[config.mk]
export PLATFORM = sky130hd
export DESIGN_NAME = slowmem_top
export DESIGN_NICKNAME = d
export VERILOG_FILES = /design/src/rtl/slowmem_pkg.sv /design/src/rtl/slowmem_seq.sv /design/src/rtl/slowmem_lanes.sv /design/src/rtl/slowmem_store.sv /design/src/rtl/slowmem_top.sv
export SDC_FILE = /design/constraint.sdc
export NUM_CORES = 1
export LEC_CHECK = 0
export ABC_AREA = 1
export BUFFER_PORTS_ARGS = -buffer_cell sky130_fd_sc_hd__buf_2
export CAP_MARGIN = 20
export CORE_MARGIN = 2
export CORE_UTILIZATION = 50
export CTS_BUF_LIST = sky130_fd_sc_hd__clkbuf_4
export DETAILED_ROUTE_END_ITERATION = 7
export PLACE_DENSITY_LB_ADDON = 0.15
export SYNTH_ARGS = -nofsm -noshare
export SYNTH_HDL_FRONTEND = slang
export SYNTH_SLANG_ARGS = --single-unit
[constraint.sdc]
create_clock -name clk -period 4.85 [get_ports clk]
set_input_delay 0.7275 -clock clk [delete_from_list [all_inputs] [get_ports clk]]
set_output_delay 0.7275 -clock clk [all_outputs]
set_load 0.02 [all_outputs]
[src/rtl/slowmem_pkg.sv]
package slowmem_pkg;

    typedef enum logic [1:0] {
        ST_IDLE  = 2'd0,
        ST_COUNT = 2'd1,
        ST_LAST  = 2'd2
    } seq_state_t;

endpackage

[src/rtl/slowmem_seq.sv]
module slowmem_seq
    import slowmem_pkg::*;
#(
    parameter int LAT = 5
) (
    input  logic clk,
    input  logic rst_n,
    input  logic req_en,
    output logic ready
);
    localparam int CW = $clog2(LAT + 1);
    localparam logic [CW-1:0] LAST_CNT = CW'(LAT - 1);

    seq_state_t     state_q, state_d;
    logic [CW-1:0]  cnt_q, cnt_d;

    // state register
    always_ff @(posedge clk) begin
        if (!rst_n) begin
            state_q <= ST_IDLE;
            cnt_q   <= '0;
        end else begin
            state_q <= state_d;
            cnt_q   <= cnt_d;
        end
    end

    // transitions: start, abort, reach, finish
    always_comb begin
        state_d = state_q;
        cnt_d   = cnt_q;
        unique case (state_q)
            ST_IDLE: begin
                if (req_en) begin
                    cnt_d   = CW'(1);
                    state_d = (CW'(1) == LAST_CNT) ? ST_LAST : ST_COUNT;
                end
            end
            ST_COUNT: begin
                if (!req_en) begin
                    cnt_d   = '0;
                    state_d = ST_IDLE;
                end else begin
                    cnt_d = cnt_q + CW'(1);
                    if (cnt_q + CW'(1) == LAST_CNT) state_d = ST_LAST;
                end
            end
            ST_LAST: begin
                cnt_d   = '0;
                state_d = ST_IDLE;
            end
            default: begin
                cnt_d   = '0;
                state_d = ST_IDLE;
            end
        endcase
    end

    // outputs
    always_comb begin
        unique case (state_q)
            ST_LAST: ready = req_en;
            default: ready = 1'b0;
        endcase
    end

    // independent count of held request cycles before ready
    logic [CW-1:0] hold_q;
    always_ff @(posedge clk) begin
        if (!rst_n)                 hold_q <= '0;
        else if (!req_en || ready)  hold_q <= '0;
        else if (hold_q != LAST_CNT) hold_q <= hold_q + CW'(1);
    end

    p_ready_after_hold_r2: assert property (@(posedge clk) disable iff (!rst_n)
        ready |-> (hold_q == LAST_CNT));
    p_ready_gap_r3: assert property (@(posedge clk) disable iff (!rst_n)
        ready |=> !ready);
    p_abort_no_ready_r4: assert property (@(posedge clk) disable iff (!rst_n)
        !req_en |=> !ready);

endmodule

[src/rtl/slowmem_lanes.sv]
module slowmem_lanes #(
    parameter int DATA_W = 16
) (
    input  logic                   ready,
    input  logic                   req_wr,
    input  logic                   req_byte,
    input  logic [$clog2(DATA_W/8)-1:0] lane_sel,
    input  logic [DATA_W-1:0]      wdata,
    output logic [DATA_W/8-1:0]    lane_we,
    output logic [DATA_W-1:0]      lane_data
);
    localparam int NL    = DATA_W / 8;
    localparam int LSB_W = $clog2(NL);

    for (genvar i = 0; i < NL; i++) begin : g_lane
        always_comb begin
            lane_we[i] = ready && req_wr && (!req_byte || lane_sel == LSB_W'(i));
            lane_data[i*8 +: 8] = req_byte ? wdata[7:0] : wdata[i*8 +: 8];
        end
    end

endmodule

[src/rtl/slowmem_store.sv]
module slowmem_store #(
    parameter int DATA_W = 16,
    parameter int WAW    = 4
) (
    input  logic                 clk,
    input  logic                 rst_n,
    input  logic [DATA_W/8-1:0]  lane_we,
    input  logic [WAW-1:0]       word_idx,
    input  logic [DATA_W-1:0]    lane_data,
    output logic [DATA_W-1:0]    word_out
);
    localparam int NL    = DATA_W / 8;
    localparam int DEPTH = 1 << WAW;

    logic [DATA_W-1:0] mem [DEPTH];

    always_ff @(posedge clk) begin
        if (!rst_n) begin
            for (int w = 0; w < DEPTH; w++) mem[w] <= '0;
        end else begin
            for (int i = 0; i < NL; i++) begin
                if (lane_we[i]) mem[word_idx][i*8 +: 8] <= lane_data[i*8 +: 8];
            end
        end
    end

    assign word_out = mem[word_idx];

endmodule

[src/rtl/slowmem_top.sv]
module slowmem_top #(
    parameter int ADDR_W = 5,
    parameter int DATA_W = 16,
    parameter int LAT    = 5
) (
    input  logic                 clk,
    input  logic                 rst_n,
    input  logic                 req_en,
    input  logic                 req_wr,
    input  logic                 req_byte,
    input  logic [ADDR_W-1:0]    addr,
    input  logic [DATA_W-1:0]    wdata,
    output logic [DATA_W-1:0]    rdata,
    output logic                 ready,
    output logic [DATA_W/8-1:0]  lane_we
);
    localparam int NL    = DATA_W / 8;
    localparam int LSB_W = $clog2(NL);
    localparam int WAW   = ADDR_W - LSB_W;

    logic [DATA_W-1:0] lane_data;
    logic [DATA_W-1:0] word_out;

    slowmem_seq #(.LAT(LAT)) u_seq (
        .clk    (clk),
        .rst_n  (rst_n),
        .req_en (req_en),
        .ready  (ready)
    );

    slowmem_lanes #(.DATA_W(DATA_W)) u_lanes (
        .ready     (ready),
        .req_wr    (req_wr),
        .req_byte  (req_byte),
        .lane_sel  (addr[LSB_W-1:0]),
        .wdata     (wdata),
        .lane_we   (lane_we),
        .lane_data (lane_data)
    );

    slowmem_store #(.DATA_W(DATA_W), .WAW(WAW)) u_store (
        .clk       (clk),
        .rst_n     (rst_n),
        .lane_we   (lane_we),
        .word_idx  (addr[ADDR_W-1:LSB_W]),
        .lane_data (lane_data),
        .word_out  (word_out)
    );

    assign rdata = ready ? word_out : '0;

    p_rdata_quiet_r5: assert property (@(posedge clk) disable iff (!rst_n)
        !ready |-> (rdata == '0));
    p_we_only_write_ready_r8: assert property (@(posedge clk) disable iff (!rst_n)
        (lane_we != '0) |-> (ready && req_wr));
    p_word_all_lanes_r6: assert property (@(posedge clk) disable iff (!rst_n)
        (ready && req_wr && !req_byte) |-> (lane_we == '1));
    p_byte_one_lane_r7: assert property (@(posedge clk) disable iff (!rst_n)
        (ready && req_wr && req_byte) |-> ($countones(lane_we) == 1));
    p_we_store_visible_r6: assert property (@(posedge clk) disable iff (!rst_n)
        (ready && req_wr && !req_byte) |=> (word_out == $past(wdata) || $past(addr[ADDR_W-1:LSB_W]) != addr[ADDR_W-1:LSB_W]));

endmodule

# Word-level counts from Yosys, hierarchy flattened
# Memory sizes are Yosys's and may differ from the RTL's.
# Index checks and enable logic that the tools add are counted.
# totals
reg_bits	5
ramBits	256
inputBits	26
output_inout_bits	19
wordCells	39
n_memories	1
# memory_table
name	depth	width	rd	rd_clocked_by_memory_dff	wr	line	text
u_store.mem	16	16	1	0	16	slowmem_store.sv:15	logic [DATA_W-1:0] mem [DEPTH];
# op_classes
add_sub_neg	1
eq_ne	5
n_mux	20
bitwise_logic	1
n_reduce_logical	9
# op_table
operator	count
$mux W16	2
$reduce_or A16 Y1	1
$mux W1	8
$mux W2	4
$mux W8	1
$mux W3	2
$pmux W3 S2	1
$mux W4	1
$pmux W2 S2	1
$add A3 B1 Y3 const B	1
$eq A3 B3 Y1 const B	1
$logic_and A1 B1 Y1	3
$ne A3 B2 Y1 const B	1
$eq A2 B1 Y1 const B	1
$eq A2 B2 Y1 const B	1
$logic_not A2 Y1	1
$logic_or A1 B1 Y1	2
$ne A2 B2 Y1 const B	1
$reduce_and A2 Y1	1
$logic_not A1 Y1	1
$not A1 Y1	1

# Longest topological paths before layout
# Gate-level depths: netlist of the first run.
# depth
ltp_word	9
depth_mapped	12
mapped_depth_nobuf	9

# Cells and area by module
# A second synthesis of the first run with hierarchy kept.
# hier_totals
cells_unflattened	1511
area_unflattened_um2	12952.4
# by_module_without_submodules
module	n_inst	cells_per_inst	area_each_um2	seq_area_each_um2
slowmem_store	1	1404	12323.1	7687.4
slowmem_seq	1	35	249.0	100.1
slowmem_lanes	1	38	216.5	0.0
slowmem_top	1	34	163.9	0.0

# Worst setup path after synthesis of the first run
# No wires, ideal clock.
# synth_path
path_kind	in2out
from	in addr[1]
to	out rdata[14]
t_arrival_ns	1.953
t_required_ns	4.123
slack_ns	2.169
cell_stages	11
n_path_buf	3
cell_sequence	buf_2 -> buf_2 -> clkbuf_1 -> nand2_1 -> nand2_1 -> nand2_1 -> nand2_1 -> nand2_1 -> nand2_1 -> nor2_1 -> nor2_1
# synth_between
elab_chain_len	2
# synth_rtl
element	line	text
start, declared	slowmem_top.sv:11	input logic [ADDR_W-1:0] addr,
$mem_v2 Z16 W16	-	
$mux W16	slowmem_top.sv:50	assign rdata = ready ? word_out : '0;
end, declared	slowmem_top.sv:13	output logic [DATA_W-1:0] rdata,
# Every way passes these cells.

# Final worst setup path of the first run
# layout_path
from	in addr[1]
to	out rdata[10]
# The elaborated chain is that of the path after synthesis.

==> results.json, run 1 <==
{
  "status": "finished clean",
  "grt_max_degree": 92,
  "cts-root-buf": "clkbuf_4",
  "p_leak_uw": 0.00642,
  "dieArea_um2": 27000,
  "cts.path.max_buffers": 3,
  "dr_total_vias": 9817,
  "skew_ns": 0.0294,
  "hold_viol": 0,
  "pin_count": 45,
  "p_per_area_nw_per_um2": 340,
  "yosysTopAreaCell": "edfxtp_1",
  "setup.worst_path.end": "rdata[10]",
  "num_rows": 58,
  "cp-end-kind": "output pin",
  "grt_pass1_wl_mm": 52.6,
  "cp.required_ns": 4.12,
  "grt_pass1_vias": 9403,
  "postSynthAreaPerCell_um2": 8.97,
  "path_depth": 12,
  "min_period_ns": 3.60,
  "hold_path_class": "primary input to flop",
  "post_cts_buffers": 0,
  "rr_startpoint": "u_seq.state_q[1]",
  "post-dp-hpwl_mm": 21.1,
  "crit_family": "buffers and inverters",
  "globalplace.congestion": 0.855,
  "fin_nets": 1525,
  "rrSetupSlack_ns": 2.13,
  "totalWireLength_mm": 34.1,
  "ir_drop_v": 0.000158,
  "drive_above_1_share": 0.160,
  "core_um2": 25200,
  "initial_core_util": 0.511,
  "yosysTopAreaCellShare": 0.598,
  "htree_num_levels": 3,
  "fmax_mhz": 278,
  "slew_violations": 0,
  "cp_slowest_cell": "inv_4",
  "drt-initial-drc-count": 1042,
  "slew_headroom": 0.319,
  "ff2ff_path_depth": 6,
  "critical_path.max_stage_delay_ns": 0.73,
  "fillCellCount": 2333,
  "crit_top_cell": "nand2_1",
  "postCtsHoldBufs": 0,
  "design_area_um2": 14100,
  "vias_per_cell": 5.25,
  "max_cap_violations": 0,
  "numCtsBuffers": 72,
  "place_area_um2": 13300,
  "worstSetupPathType": "primary input to output pin",
  "drt-pass1-iter-count": 5,
  "yosys_register_bits": 261,
  "dieHeight_um": 164,
  "synth_cells": 1433,
  "synth.distinct_cells": 27,
  "ant_nets": 0,
  "cts_sinks": 261,
  "path_clk_slew_ns": 0.06,
  "drcViolationCount": 0,
  "io_buffers": 44,
  "hold_slack_ns": 0.373,
  "timing.final.crit_share": 0.741,
  "area_growth_pct": 9.85,
  "finalSetupTns_ns": 0,
  "antenna_found_initial": 1,
  "die-width_um": 164,
  "cts_resized": 0,
  "crit_fanout": 91,
  "clk_latency_ns": 0.67,
  "setup_viol": 0,
  "synth-seq-area-share": 0.606,
  "yosys_warnings": 0,
  "worst_ep_arrival_time_ns": 2.87,
  "grt_usage": 0.260,
  "crit_buf_inv": 4,
  "synth_area_um2": 12900,
  "cts_tree": "built",
  "overflow": 0,
  "grt_setup_unrepaired": "false",
  "r2r-end": "u_store.mem[12][2]",
  "startpoint": "addr[1]",
  "ys_top_cells_by_area": "edfxtp_1 60%, nand2_1 21%, nor2_1 7.7%",
  "worst_pin_slew_ns": 1.02,
  "critPathLaunchType": "primary input",
  "crit_chain": "buf_4 -> inv_4 -> buf_4 -> nand2_1 -> nand2_1 -> nand2_1 -> nand2_1 -> nand2_1 -> nand2_1 -> nor2_1 -> nor2_1 -> buf_2",
  "synth_fp_nets": 1461,
  "wl_per_cell_um": 18.2
}
[synth_stat cells, drive strengths merged]
| cell | instances |
|---|---|
| nor2 | 299 |
| nand2 | 720 |
| clkbuf | 29 |
| o21ai | 11 |
| ha | 2 |
| nor4 | 1 |
| dfxtp | 5 |
| clkinv | 9 |
| inv | 14 |
| edfxtp | 256 |
| nand3 | 33 |
| a21oi | 3 |
| nor3 | 1 |
| buf | 48 |
| o211ai | 1 |
| xor2 | 1 |
[worst min-delay path by stage]
stage	startpoint	endpoint	slack, ns	cells after the start
detailed placement	u_seq.cnt_q[1]	u_seq.cnt_q[1]	0.48	2
global placement	u_seq.cnt_q[2]	u_seq.cnt_q[2]	0.47	2
floorplan	u_seq.cnt_q[2]	u_seq.cnt_q[2]	0.46	2
global route	req_en	u_seq.state_q[0]	0.35	3
finish	req_en	u_seq.state_q[1]	0.37	3
CTS	req_en	u_seq.state_q[1]	0.34	3
[logic make-up (layout without fill, tap and decap cells)]
family / after synthesis / after routing / share of synthesized area
AO/OA/AOI/OAI: 15 / 15 / 0.00662
buffers and inverters: 100 / 207 / 0.0364
adder cells (fa/ha/maj): 2 / 2 / 0.00195
flip-flops: 261 / 261 / 0.606
AND/OR/NAND/NOR: 1054 / 1054 / 0.349
other: 0 / 1 / 0
XOR/XNOR: 1 / 1 / 0.000681
[worst reg2reg max path, stage by stage (launching register included)]
cell and delay (ns):
dfxtp_1 0.44, nand3_4 0.32, nor2_4 0.21, o21ai_2 0.12
nor2_8 0.46, nand3_2 0.37, nand2_1 0.43
[sequential cells by signal, indices dropped and copies added (netlist names)]
| register | cells |
|---|---|
| u_store.mem | 256 |
| u_seq.cnt_q | 3 |
| u_seq.state_q | 2 |
[cells in the final DEF, fill, tap and decap left out, types with 2 or more instances in the layout]
cell type and n:
nor2_8 5, buf_4 23, clkinv_1 23, ha_1 2, inv_4 2, o21ai_1 8
inv_2 5, edfxtp_1 256, dfxtp_1 5, nand3_4 21, a21oi_1 3, clkbuf_4 99
nor2_1 261, inv_1 10, nand3_2 12, nor2_2 32, o21ai_2 2, buf_2 43
nand2_1 720
[cell type report]
type | count | area (µm²) | share of cell area
Antenna cell | 1 | 2.50 | 0.000177
Clock buffer | 99 | 743 | 0.0526
Clock inverter | 18 | 68.8 | 0.00487
Inverter | 23 | 91.3 | 0.00647
Multi-Input combinational cell | 1072 | 4610 | 0.326
Sequential cell | 261 | 7790 | 0.551
Tap cell | 330 | 413 | 0.0292
Timing Repair Buffer | 67 | 408 | 0.0289
[power breakdown]
part | switching [µW] | internal [µW]
sequential | 24.3 | 2540
combinational | 317 | 89.2
clock | 894 | 934
[metal layers]
metal / routed length [µm] / up-vias / part of all wire / track usage
li1: - / 4740 / - / -
met1: 14400 / 4544 / 0.42 / 0.362
met2: 15900 / 470 / 0.47 / 0.405
met3: 2950 / 63 / 0.086 / 0.0510
met4: 824 / 0 / 0.024 / 0.0996
met5: 0 / - / 0 / 0
[per-stage QoR]
step	worst slack, ns	util	std cells	total power [µW]
floorplan	2.17	-	1433	2870
global placement	1.28	0.529	1753	3020
detailed placement	1.26	0.529	1753	3020
CTS	1.25	0.561	1870	4840
global route	1.10	0.561	1871	5000
finish	1.25	0.561	1871	4800
(Power assumes the default switching activity.)
==> inputs of run 2 (changes only) <==
==> constraint.sdc (replaced) <==
create_clock -name clk -period 3 [get_ports clk]
set_input_delay 0.45 -clock clk [delete_from_list [all_inputs] [get_ports clk]]
set_output_delay 0.45 -clock clk [all_outputs]
set_load 0.02 [all_outputs]
==> results.json, run 2 (synthesized netlist as in run 1, its figures left out) <==
{
  "status": "finished clean",
  "cts_sinks": 261,
  "numCtsBuffers": 70,
  "drcViolationCount": 0,
  "globalplace.congestion": 0.852,
  "clk_latency_ns": 0.67,
  "grt_use_met2": 0.407,
  "gr-usage-met3": 0.0502,
  "grt_setup_unrepaired": "false",
  "overflow": 0,
  "path_clk_slew_ns": 0.06,
  "hold_viol": 0,
  "fillCellCount": 2320,
  "switching_power_uw": 1960,
  "cts-root-buf": "clkbuf_4",
  "core_um2": 25200,
  "crit_top_cell": "nand2_1",
  "cts_resized": 0,
  "die-width_um": 164,
  "cp.required_ns": 2.55,
  "max_cap_violations": 0,
  "multiInputGateArea_um2": 4610,
  "cts.path.max_buffers": 3,
  "io_buffers": 44,
  "ir_drop_v": 0.000207,
  "grt_pass1_vias": 9428,
  "worst_pin_slew_ns": 0.796,
  "largest_register": "u_store.mem",
  "p_per_area_nw_per_um2": 540,
  "crit_fanout": 44,
  "grt_pass1_wl_mm": 51.8,
  "htree_num_levels": 3,
  "critical_path.max_stage_delay_ns": 0.42,
  "grt_util_met1": 0.361,
  "pwr-share-seq": 0.539,
  "final_common_cell": "nand2_1",
  "p_clk_frac": 0.372,
  "drive_above_1_share": 0.166,
  "holdPathStages": 3,
  "pin_count": 45,
  "grt_max_degree": 65,
  "skew_ns": 0.0430,
  "seqCellArea_um2": 7790,
  "ant_nets": 0,
  "p_leak_uw": 0.00648,
  "ff2ff_path_depth": 6,
  "timing.final.crit_share": 0.857,
  "crit_chain": "buf_2 -> inv_2 -> buf_12 -> nand2_1 -> nand2_1 -> nand2_1 -> nand2_1 -> nor2_1 -> nor2_1 -> buf_2",
  "largest_reg_flops": 256,
  "num_rows": 58,
  "slew_headroom": 0.466,
  "min_period_ns": 2.57,
  "dr_total_vias": 9886,
  "finalSetupTns_ns": 0,
  "totalWireLength_mm": 33.9,
  "initial_core_util": 0.511,
  "largest_registers": "u_store.mem (256), u_seq.cnt_q (3), u_seq.state_q (2)",
  "fin_nets": 1534,
  "p_int_uw": 5730,
  "vias_per_cell": 5.27,
  "drt-pass1-iter-count": 6,
  "cp-end-kind": "output pin",
  "grt_usage": 0.258,
  "drt-initial-drc-count": 877,
  "antenna_found_initial": 1,
  "busiest_layer": "met2",
  "area_growth_pct": 10.7,
  "post-dp-hpwl_mm": 21.7,
  "hold_path_class": "primary input to flop",
  "dieArea_um2": 27000,
  "worstSetupPathType": "primary input to output pin",
  "post_cts_buffers": 0,
  "pre_cts_ws_ns": 0.396,
  "combPwrFrac": 0.089,
  "layout_common_cells": "720 x nand2_1, 261 x nor2_1, 256 x edfxtp_1",
  "dieHeight_um": 164,
  "wl_per_cell_um": 18.1,
  "postCtsHoldBufs": 0,
  "fin_ws_ns": 0.428,
  "fmax_mhz": 389,
  "slew_violations": 0,
  "setup_viol": 0,
  "critPathLaunchType": "primary input",
  "cp_slowest_cell": "buf_2",
  "swShare": 0.255,
  "cts_tree": "built",
  "worst_ep_arrival_time_ns": 2.12
}
-- run 2: changes by cell type in the layout (fill, tap and decap cells not counted) --
cell | previous run | this run
buf_4 | 23 | 29
buf_12 | 1 | 6
clkinv_1 | 23 | 19
clkbuf_4 | 99 | 96
inv_2 | 5 | 6
-- run 2: routing by layer --
| layer | share of wire | vias up | wire length [µm] |
|---|---|---|---|
| met5 | 0 | - | 0 |
| met4 | 0.018 | 0 | 613 |
| met3 | 0.087 | 53 | 2960 |
| met2 | 0.47 | 420 | 15900 |
| met1 | 0.43 | 4669 | 14400 |
| li1 | - | 4744 | - |
-- run 2: cell type report --
type / instances / share of cell area
Antenna cell: 1 / 0.000176
Clock buffer: 96 / 0.0506
Clock inverter: 15 / 0.00404
Inverter: 23 / 0.00642
Multi-Input combinational cell: 1072 / 0.324
Sequential cell: 261 / 0.547
Tap cell: 330 / 0.0290
Timing Repair Buffer: 78 / 0.0388
-- run 2: worst paths after layout --
| path | from | to | slack, ns |
|---|---|---|---|
| worst max register to register | u_seq.state_q[1] | u_store.mem[4][11] | 0.70 |
| worst max-delay path | addr[2] | rdata[14] | 0.43 |
| worst min register to register | u_seq.cnt_q[1] | u_seq.cnt_q[1] | 0.49 |
| worst min-delay path | req_en | u_seq.state_q[1] | 0.13 |
-- run 2: worst max-delay path, delay by kind of cell --
kind	cells	cell delay [ns]
buffers and inverters	4	1.07
and+or+nand+nor	6	0.57
-- run 2: metrics by stage --
| stage | std cells | cell area [µm²] | util | power, µW | hold slack (ns) |
|---|---|---|---|---|---|
| after floorplan | 1433 | 12900 | - | 4640 | 0.455 |
| after global placement | 1764 | 13500 | 0.534 | 4900 | 0.464 |
| after CTS | 1875 | 14200 | 0.565 | 7740 | 0.0786 |
| after global routing | 1876 | 14200 | 0.565 | 7990 | 0.104 |
| final | 1876 | 14200 | 0.565 | 7690 | 0.129 |
| after detailed placement | 1764 | 13500 | 0.534 | 4900 | 0.481 |
-- run 2: power groups by stage --
stage	combinational [µW]	sequential (µW)	clock [µW]
CTS	680	4150	2910
global route	744	4160	3090
finish	682	4150	2860
floorplan	427	4210	0
global placement	675	4220	0
detailed placement	678	4230	0
